## src/rtl/mcsr_pkg.sv

```systemverilog
package mcsr_pkg;

    typedef enum logic [1:0] {
        OP_READ  = 2'b00,
        OP_WRITE = 2'b01,
        OP_SET   = 2'b10,
        OP_CLEAR = 2'b11
    } csr_op_e;

    typedef enum logic [3:0] {
        SEL_NONE, SEL_STATUS, SEL_ISA, SEL_IE, SEL_TVEC, SEL_VENDOR,
        SEL_ARCH, SEL_IMP, SEL_HART, SEL_SCRATCH, SEL_EPC, SEL_CAUSE,
        SEL_PEND, SEL_CYC_LO, SEL_CYC_HI, SEL_STEP
    } csr_sel_e;

    localparam logic [11:0] A_STATUS  = 12'h300;
    localparam logic [11:0] A_ISA     = 12'h301;
    localparam logic [11:0] A_IE      = 12'h304;
    localparam logic [11:0] A_TVEC    = 12'h305;
    localparam logic [11:0] A_VENDOR  = 12'h311;
    localparam logic [11:0] A_ARCH    = 12'h312;
    localparam logic [11:0] A_IMP     = 12'h313;
    localparam logic [11:0] A_HART    = 12'h314;
    localparam logic [11:0] A_SCRATCH = 12'h340;
    localparam logic [11:0] A_EPC     = 12'h341;
    localparam logic [11:0] A_CAUSE   = 12'h342;
    localparam logic [11:0] A_PEND    = 12'h344;
    localparam logic [11:0] A_STEP    = 12'h7C0;
    localparam logic [11:0] A_CYC_LO  = 12'hB00;
    localparam logic [11:0] A_CYC_HI  = 12'hB80;

    typedef struct packed {
        logic        ie;
        logic        pie;
        logic [31:0] ie_reg;
        logic [31:0] tvec;
        logic [31:0] scratch;
        logic [31:0] epc;
        logic [31:0] cause;
        logic [31:0] pend;
        logic        step;
    } csr_state_t;

endpackage

```

## src/rtl/mcsr_decode.sv

```systemverilog
module mcsr_decode
    import mcsr_pkg::*;
(
    input  logic [11:0] addr,
    output csr_sel_e    sel,
    output logic        ro
);
    always_comb begin
        sel = SEL_NONE;
        unique case (addr)
            A_STATUS:  sel = SEL_STATUS;
            A_ISA:     sel = SEL_ISA;
            A_IE:      sel = SEL_IE;
            A_TVEC:    sel = SEL_TVEC;
            A_VENDOR:  sel = SEL_VENDOR;
            A_ARCH:    sel = SEL_ARCH;
            A_IMP:     sel = SEL_IMP;
            A_HART:    sel = SEL_HART;
            A_SCRATCH: sel = SEL_SCRATCH;
            A_EPC:     sel = SEL_EPC;
            A_CAUSE:   sel = SEL_CAUSE;
            A_PEND:    sel = SEL_PEND;
            A_STEP:    sel = SEL_STEP;
            A_CYC_LO:  sel = SEL_CYC_LO;
            A_CYC_HI:  sel = SEL_CYC_HI;
            default:   sel = SEL_NONE;
        endcase
    end

    always_comb begin
        unique case (sel)
            SEL_ISA, SEL_VENDOR, SEL_ARCH, SEL_IMP, SEL_HART,
            SEL_PEND, SEL_CYC_LO, SEL_CYC_HI: ro = 1'b1;
            default:                          ro = 1'b0;
        endcase
    end
endmodule

```

## src/rtl/mcsr_modify.sv

```systemverilog
module mcsr_modify
    import mcsr_pkg::*;
#(
    parameter int W = 32
) (
    input  csr_op_e        op,
    input  logic [W-1:0]   old_val,
    input  logic [W-1:0]   src,
    output logic [W-1:0]   new_val,
    output logic           wr_req
);
    localparam logic [W-1:0] ZERO = '0;

    always_comb begin
        new_val = old_val;
        wr_req  = 1'b0;
        unique case (op)
            OP_READ:  ;
            OP_WRITE: begin new_val = src;            wr_req = 1'b1;         end
            OP_SET:   begin new_val = old_val | src;  wr_req = (src != ZERO); end
            OP_CLEAR: begin new_val = old_val & ~src; wr_req = (src != ZERO); end
            default:  ;
        endcase
    end
endmodule

```

## src/rtl/mcsr_cycle.sv

```systemverilog
module mcsr_cycle #(
    parameter int              CW        = 64,
    parameter logic [CW-1:0]   RESET_VAL = '0
) (
    input  logic          clk,
    input  logic          rst_n,
    output logic [CW-1:0] cnt
);
    logic [CW-1:0] cnt_d, cnt_q;

    always_comb cnt_d = cnt_q + CW'(1);

    always_ff @(posedge clk) begin
        if (!rst_n) cnt_q <= RESET_VAL;
        else        cnt_q <= cnt_d;
    end

    assign cnt = cnt_q;


    cycle_inc_chk: assert property (@(posedge clk) disable iff (!rst_n)
        $past(rst_n) |-> cnt_q == $past(cnt_q) + CW'(1));
endmodule

```

## src/rtl/mcsr_bank.sv

```systemverilog
module mcsr_bank
    import mcsr_pkg::*;
#(
    parameter bit           HAS_MUL   = 1'b1,
    parameter int           VER_MAJOR = 1,
    parameter int           VER_MINOR = 20,
    parameter logic [31:0]  IRQ_MASK  = 32'hFFFF_0888,
    parameter logic [63:0]  CYC_RESET = 64'h0
) (
    input  logic        clk,
    input  logic        rst_n,
    input  logic        csr_en,
    input  logic [1:0]  csr_op,
    input  logic [11:0] csr_addr,
    input  logic [31:0] csr_src,
    output logic [31:0] csr_rdata,
    output logic        csr_illegal,
    input  logic        trap_enter,
    input  logic        trap_return,
    input  logic [31:0] trap_cause,
    input  logic [31:0] trap_pc,
    input  logic [31:0] irq_lines,
    output logic        glb_ie,
    output logic [31:0] ie_mask_o,
    output logic [31:0] tvec_o,
    output logic [31:0] epc_o,
    output logic        step_en
);
    localparam int          XW       = 32;
    localparam int          CW       = 2 * XW;
    localparam logic [31:0] ISA_WORD = 32'h4000_0100 | (HAS_MUL ? 32'h0000_1000 : 32'h0);
    localparam logic [31:0] IMP_WORD = {VER_MAJOR[15:0], VER_MINOR[15:0]};

    csr_state_t     st_d, st_q;
    csr_sel_e       sel;
    logic           ro;
    logic [XW-1:0]  new_val;
    logic           wr_req;
    logic           write_ok;
    logic [CW-1:0]  cyc;

    mcsr_decode u_decode (
        .addr (csr_addr),
        .sel  (sel),
        .ro   (ro)
    );

    mcsr_modify #(.W(XW)) u_modify (
        .op      (csr_op_e'(csr_op)),
        .old_val (csr_rdata),
        .src     (csr_src),
        .new_val (new_val),
        .wr_req  (wr_req)
    );

    mcsr_cycle #(.CW(CW), .RESET_VAL(CYC_RESET)) u_cycle (
        .clk   (clk),
        .rst_n (rst_n),
        .cnt   (cyc)
    );

    always_comb begin
        unique case (sel)
            SEL_STATUS:  csr_rdata = {19'b0, 2'b11, 3'b0, st_q.pie, 3'b0, st_q.ie, 3'b0};
            SEL_ISA:     csr_rdata = ISA_WORD;
            SEL_IE:      csr_rdata = st_q.ie_reg;
            SEL_TVEC:    csr_rdata = st_q.tvec;
            SEL_IMP:     csr_rdata = IMP_WORD;
            SEL_SCRATCH: csr_rdata = st_q.scratch;
            SEL_EPC:     csr_rdata = st_q.epc;
            SEL_CAUSE:   csr_rdata = st_q.cause;
            SEL_PEND:    csr_rdata = st_q.pend;
            SEL_CYC_LO:  csr_rdata = cyc[XW-1:0];
            SEL_CYC_HI:  csr_rdata = cyc[CW-1:XW];
            SEL_STEP:    csr_rdata = {31'b0, st_q.step};
            default:     csr_rdata = '0;
        endcase
    end

    assign csr_illegal = csr_en && ((sel == SEL_NONE) || (ro && wr_req));
    assign write_ok    = csr_en && wr_req && !csr_illegal && !trap_enter && !trap_return;

    always_comb begin
        st_d      = st_q;
        st_d.pend = irq_lines & IRQ_MASK;
        if (trap_enter) begin
            st_d.epc   = {trap_pc[XW-1:2], 2'b00};
            st_d.cause = trap_cause;
            st_d.pie   = st_q.ie;
            st_d.ie    = 1'b0;
        end else if (trap_return) begin
            st_d.ie  = st_q.pie;
            st_d.pie = 1'b1;
        end else if (write_ok) begin
            unique case (sel)
                SEL_STATUS: begin
                    st_d.ie  = new_val[3];
                    st_d.pie = new_val[7];
                end
                SEL_IE:      st_d.ie_reg  = new_val & IRQ_MASK;
                SEL_TVEC:    st_d.tvec    = new_val;
                SEL_SCRATCH: st_d.scratch = new_val;
                SEL_EPC:     st_d.epc     = {new_val[XW-1:2], 2'b00};
                SEL_CAUSE:   st_d.cause   = new_val;
                SEL_STEP:    st_d.step    = new_val[0];
                default:     ;
            endcase
        end
    end

    always_ff @(posedge clk) begin
        if (!rst_n) st_q <= '0;
        else        st_q <= st_d;
    end

    assign glb_ie    = st_q.ie;
    assign ie_mask_o = st_q.ie_reg;
    assign tvec_o    = st_q.tvec;
    assign epc_o     = st_q.epc;
    assign step_en   = st_q.step;


    trap_ie_clear_chk: assert property (@(posedge clk) disable iff (!rst_n)
        trap_enter |=> !glb_ie && st_q.pie == $past(glb_ie) && epc_o == {$past(trap_pc[31:2]), 2'b00});


    trap_ret_chk: assert property (@(posedge clk) disable iff (!rst_n)
        trap_return && !trap_enter |=> glb_ie == $past(st_q.pie) && st_q.pie);


    illegal_hold_chk: assert property (@(posedge clk) disable iff (!rst_n)
        csr_en && csr_illegal && !trap_enter && !trap_return |=>
            $stable(st_q.scratch) && $stable(st_q.tvec) && $stable(st_q.ie_reg) &&
            $stable(st_q.ie) && $stable(st_q.step) && $stable(st_q.epc));


    zero_skip_chk: assert property (@(posedge clk) disable iff (!rst_n)
        csr_en && csr_op[1] && csr_src == 32'h0 |=>
            $stable(st_q.scratch) && $stable(st_q.tvec) && $stable(st_q.ie_reg) && $stable(st_q.step));


    epc_align_chk: assert property (@(posedge clk) disable iff (!rst_n)
        epc_o[1:0] == 2'b00);


    pend_chk: assert property (@(posedge clk) disable iff (!rst_n)
        $past(rst_n) |-> st_q.pend == ($past(irq_lines) & IRQ_MASK));
endmodule

```

## config.mk

```make
export PLATFORM = sky130hd
export DESIGN_NAME = mcsr_bank
export DESIGN_NICKNAME = d
export VERILOG_FILES = /design/src/rtl/mcsr_pkg.sv /design/src/rtl/mcsr_decode.sv /design/src/rtl/mcsr_modify.sv /design/src/rtl/mcsr_cycle.sv /design/src/rtl/mcsr_bank.sv
export SDC_FILE = /design/constraint.sdc
export NUM_CORES = 1
export LEC_CHECK = 0
export ABC_AREA = 1
export BUFFER_PORTS_ARGS = -buffer_cell sky130_fd_sc_hd__buf_4
export CORE_MARGIN = 3
export CORE_UTILIZATION = 51
export CTS_BUF_LIST = sky130_fd_sc_hd__clkbuf_16
export DETAILED_ROUTE_END_ITERATION = 16
export HOLD_SLACK_MARGIN = 0.05
export PLACE_DENSITY_LB_ADDON = 0.15
export SLEW_MARGIN = 20
export SYNTH_ARGS = -nofsm -noshare
export SYNTH_HDL_FRONTEND = slang
export SYNTH_HIERARCHICAL = 1
export SYNTH_SLANG_ARGS = --single-unit
```

## constraint.sdc

```tcl
create_clock -name clk -period 2.6 [get_ports clk]
set_clock_uncertainty 0.05 [all_clocks]
set_input_delay 0.13 -clock clk [delete_from_list [all_inputs] [get_ports clk]]
set_output_delay 0.13 -clock clk [all_outputs]
set_load 0.02 [all_outputs]
```

==> results.py <==
metrics = {
    "detailed_routing": {
        "first_iter_violations": 2554,
        "vias_per_cell": 5.64,
        "wl_per_cell_um": 19.7,
        "ant_nets": 0,
        "drcViolationCount": 0,
        "dr.pass1.iters": 6,
        "finalWirelength_mm": 62.2,
        "dr_total_vias": 17821,
    },
    "sta": {
        "drv_slew": 0,
        "worst_pin_slew_ns": 0.814,
        "clock.fmax_mhz": 365,
        "rsz0062_at_grt": "yes",
        "period_minus_slack_ns": 2.74,
        "slew_headroom": 0.457,
        "hold_viol_final": 0,
        "finalSetupViolCount": 32,
        "worst_slack_ns": -0.137,
        "finalCritPeriodShare": 1.05,
    },
    "critical_path": {
        "path_common_cell": "buf_4",
        "path_class": "in -> out",
        "worst_path_largest_cell_delay_ns": 0.20,
        "cp_cell_sequence": "buf_8, nor2_4, inv_2, nor2_4, buf_4, nand3_1, nand3_1, nor2_4, a21oi_4, nand2_2, inv_2, nand2_4, buf_12, buf_4, o22ai_1, buf_4, a21oi_1, nand4_1, buf_4, buf_4",
        "cp_max_fo": 8,
        "slowest_stage": "nor2_4",
        "crit_arrival_ns": 2.56,
        "endpoint_kind": "primary output",
        "critPathTopFamily": "buffers and inverters",
        "crit_path_start_kind": "input port",
        "worstReg2RegStart": "u_cycle/cnt[14]",
        "critical_path_required_ns": 2.42,
        "crit_buf_inv": 9,
        "crit_start": "csr_addr[7]",
    },
    "final_layout": {
        "fillers": 2103,
        "n_antenna_cell": 0,
        "fin_cells": 3160,
        "layout-drive-gt1-share": 0.261,
        "area_growth_syn_to_layout_pct": 42.2,
        "final_nets": 2916,
        "final-seq-area_mm2": 0.00462,
        "multiInputGateArea_mm2": 0.00840,
    },
    "clock_network": {
        "ctsRootBufferMaster": "clkbuf_16",
        "clock-sinks": 231,
        "cts_buffer_depth": 3,
        "clkSlewWorstSetupHoldPaths_ns": 0.06,
        "clk_latency_ns": 0.56,
        "cts_buffers": 27,
        "htreeDepth": 1,
        "cts_tree": "built",
    },
    "synth": {
        "seq_area_frac_synth": 0.323,
        "ys.flop_type": "dfxtp_1",
        "synthDistinctLibCells": 43,
        "syn_inst": 2371,
        "async_reset_ff_frac": 0,
        "synth.cell_area_mm2": 0.0143,
        "avgSynthCellArea_um2": 6.04,
        "ys_warn_count": 6,
        "synth_seq_cells": 231,
        "synth_enable_flop_cells": 0,
    },
    "run_status": {
        "outcome": "finished, violations left",
        "violations": "setup timing",
    },
    "min_path": {
        "holdCritStartpoint": "csr_src[10]",
        "hp-class": "in -> reg",
    },
    "global_routing": {
        "grt_pass1_wl_mm": 91.3,
        "grt_overflow": 0,
        "track_usage": 0.377,
        "grt_max_degree": 67,
        "antenna_found_initial": 1,
        "grt_pass1_vias": 16366,
    },
    "placed_design": {
        "place_congestion": 1.04,
        "place_ws_ns": -0.600,
        "port_buffers": 247,
        "place_inst": 2990,
        "dp_hpwl_mm": 43.7,
    },
    "floorplanning": {
        "num_rows": 60,
        "die_h_um": 174,
        "start_util": 0.526,
        "dieArea_mm2": 0.0301,
        "ios": 278,
        "core_mm2": 0.0273,
        "floorplan.die.width_um": 174,
    },
    "job": {
        "drv_cap": 0,
    },
    "pwr": {
        "p_clk_frac": 0.420,
        "power.density_mw_per_mm2": 424,
        "leakage_uw": 0.00938,
        "p_sw_uw": 2370,
        "sw_frac_of_total": 0.275,
        "internal_power_uw": 6260,
        "ir_worst_vdd_uv": 488,
        "p_comb_frac": 0.152,
        "pwr-share-seq": 0.427,
    },
}
-- cells in the final DEF, fill, tap and decap left out, drive strengths merged, types with 2 or more instances in the layout --
cell	count
nand2	705
buf	463
nor2	381
inv	304
dfxtp	231
a21oi	190
nand3	127
o21ai	91
dlygate4sd3	84
o22ai	56
nand4	39
clkbuf	31
conb	15
clkinv	15
o21bai	10
a221oi	8
xor2	7
nor3	6
o21a	4
a22o	3
or2	3
xnor2	3
nand3b	3
clkinvlp	2
bufinv	2
-- cells in the mapped netlist (6+ instances only) --
master	instances	area, um^2
nand2_1	686	2570
nand2_4	6	67.6
nand3_1	123	616
clkbuf_1	55	206
inv_2	15	56.3
dfxtp_1	231	4620
nand4_1	39	244
inv_1	285	1070
buf_1	10	37.5
o21ai_0	42	210
o22ai_1	56	350
o21ai_1	48	240
buf_2	33	165
nor2_4	10	113
a21oi_1	190	951
a221oi_1	8	70.1
nor2_1	351	1320
buf_4	98	736
nor2_2	17	106
nor3_1	6	30.0
nand2_2	13	81.3
o21bai_1	7	52.6
xor2_1	7	61.3
-- power by group through the flow --
stage / logic (uW) / clock network (uW) / registers (uW)
after floorplan: 651 / 0 / 3740
after global placement: 1050 / 0 / 3760
final: 1310 / 3630 / 3690
after CTS: 1180 / 3630 / 3690
after detailed placement: 1060 / 0 / 3760
after global routing: 1400 / 3780 / 3700
-- through the flow --
step	cell area, um^2	utilization	power [uW]	setup TNS [ns]	hold slack [ns]
after floorplan	14600	-	4390	-0.0172	0.178
after global placement	17400	0.639	4810	-60.82	0.261
after detailed placement	17400	0.639	4830	-58.19	0.263
after CTS	19300	0.710	8500	-0.671	0.0511
after global routing	20400	0.748	8880	-6.89	0.0786
final	20400	0.748	8630	-2.18	0.0589
-- flip-flops by register name (all words and copies together), names as in the netlist --
register	count
ie_mask_o	19
step_en	1
glb_ie	1
st_q	84
tvec_o	32
epc_o	30
u_cycle/cnt	64
-- final cells by class --
type	count	share of cell area
inverters	301	0.0577
repair buffers	551	0.240
multi-input cells	1656	0.412
clock buffers	27	0.0331
flip-flops and latches	231	0.227
clock inverters	22	0.00724
well taps	372	0.0228
-- path summary, 6_finish.rpt --
check / endpoint / slack, ns / cells past startpoint
setup reg to reg: u_cycle/cnt[56] / 0.56 / 9
setup / recovery: csr_rdata[28] / -0.14 / 20
hold / removal: tvec_o[10] / 0.06 / 5
hold reg to reg: st_q[102] / 0.41 / 2
-- worst min-delay path, delay by kind of cell --
kind	cells	cell delay, ns
AO/OA/AOI/OAI	2	0.20
buffers and inverters	2	0.19
AND/OR/NAND/NOR	1	0.09
-- timing repair --
action                     CTS  global route
resized for setup           36           199
buffers inserted             9            25
hold buffers                84             0
hold endpoints to repair   104             0
gates cloned                 1             4
setup endpoints to repair   34           167
pin swaps                    9            76
-- layer usage --
| metal | vias up | GRT usage | wire [um] |
|---|---|---|---|
| li1 | 8149 | - | - |
| met1 | 8229 | 0.483 | 24000 |
| met2 | 1225 | 0.625 | 28500 |
| met3 | 218 | 0.0773 | 6720 |
| met4 | 0 | 0.146 | 3100 |
| met5 | - | 0 | 0 |
-- cell families after synthesis --
logic type | Yosys count | synth area share
xor+xnor | 10 | 0.00664
flops | 231 | 0.323
fa+ha+maj | 1 | 0.000873
simple gates | 1266 | 0.371
other cells | 1 | 0.000262
compound gates | 364 | 0.139
buf+inv | 498 | 0.160
(Power assumes the default switching activity.)
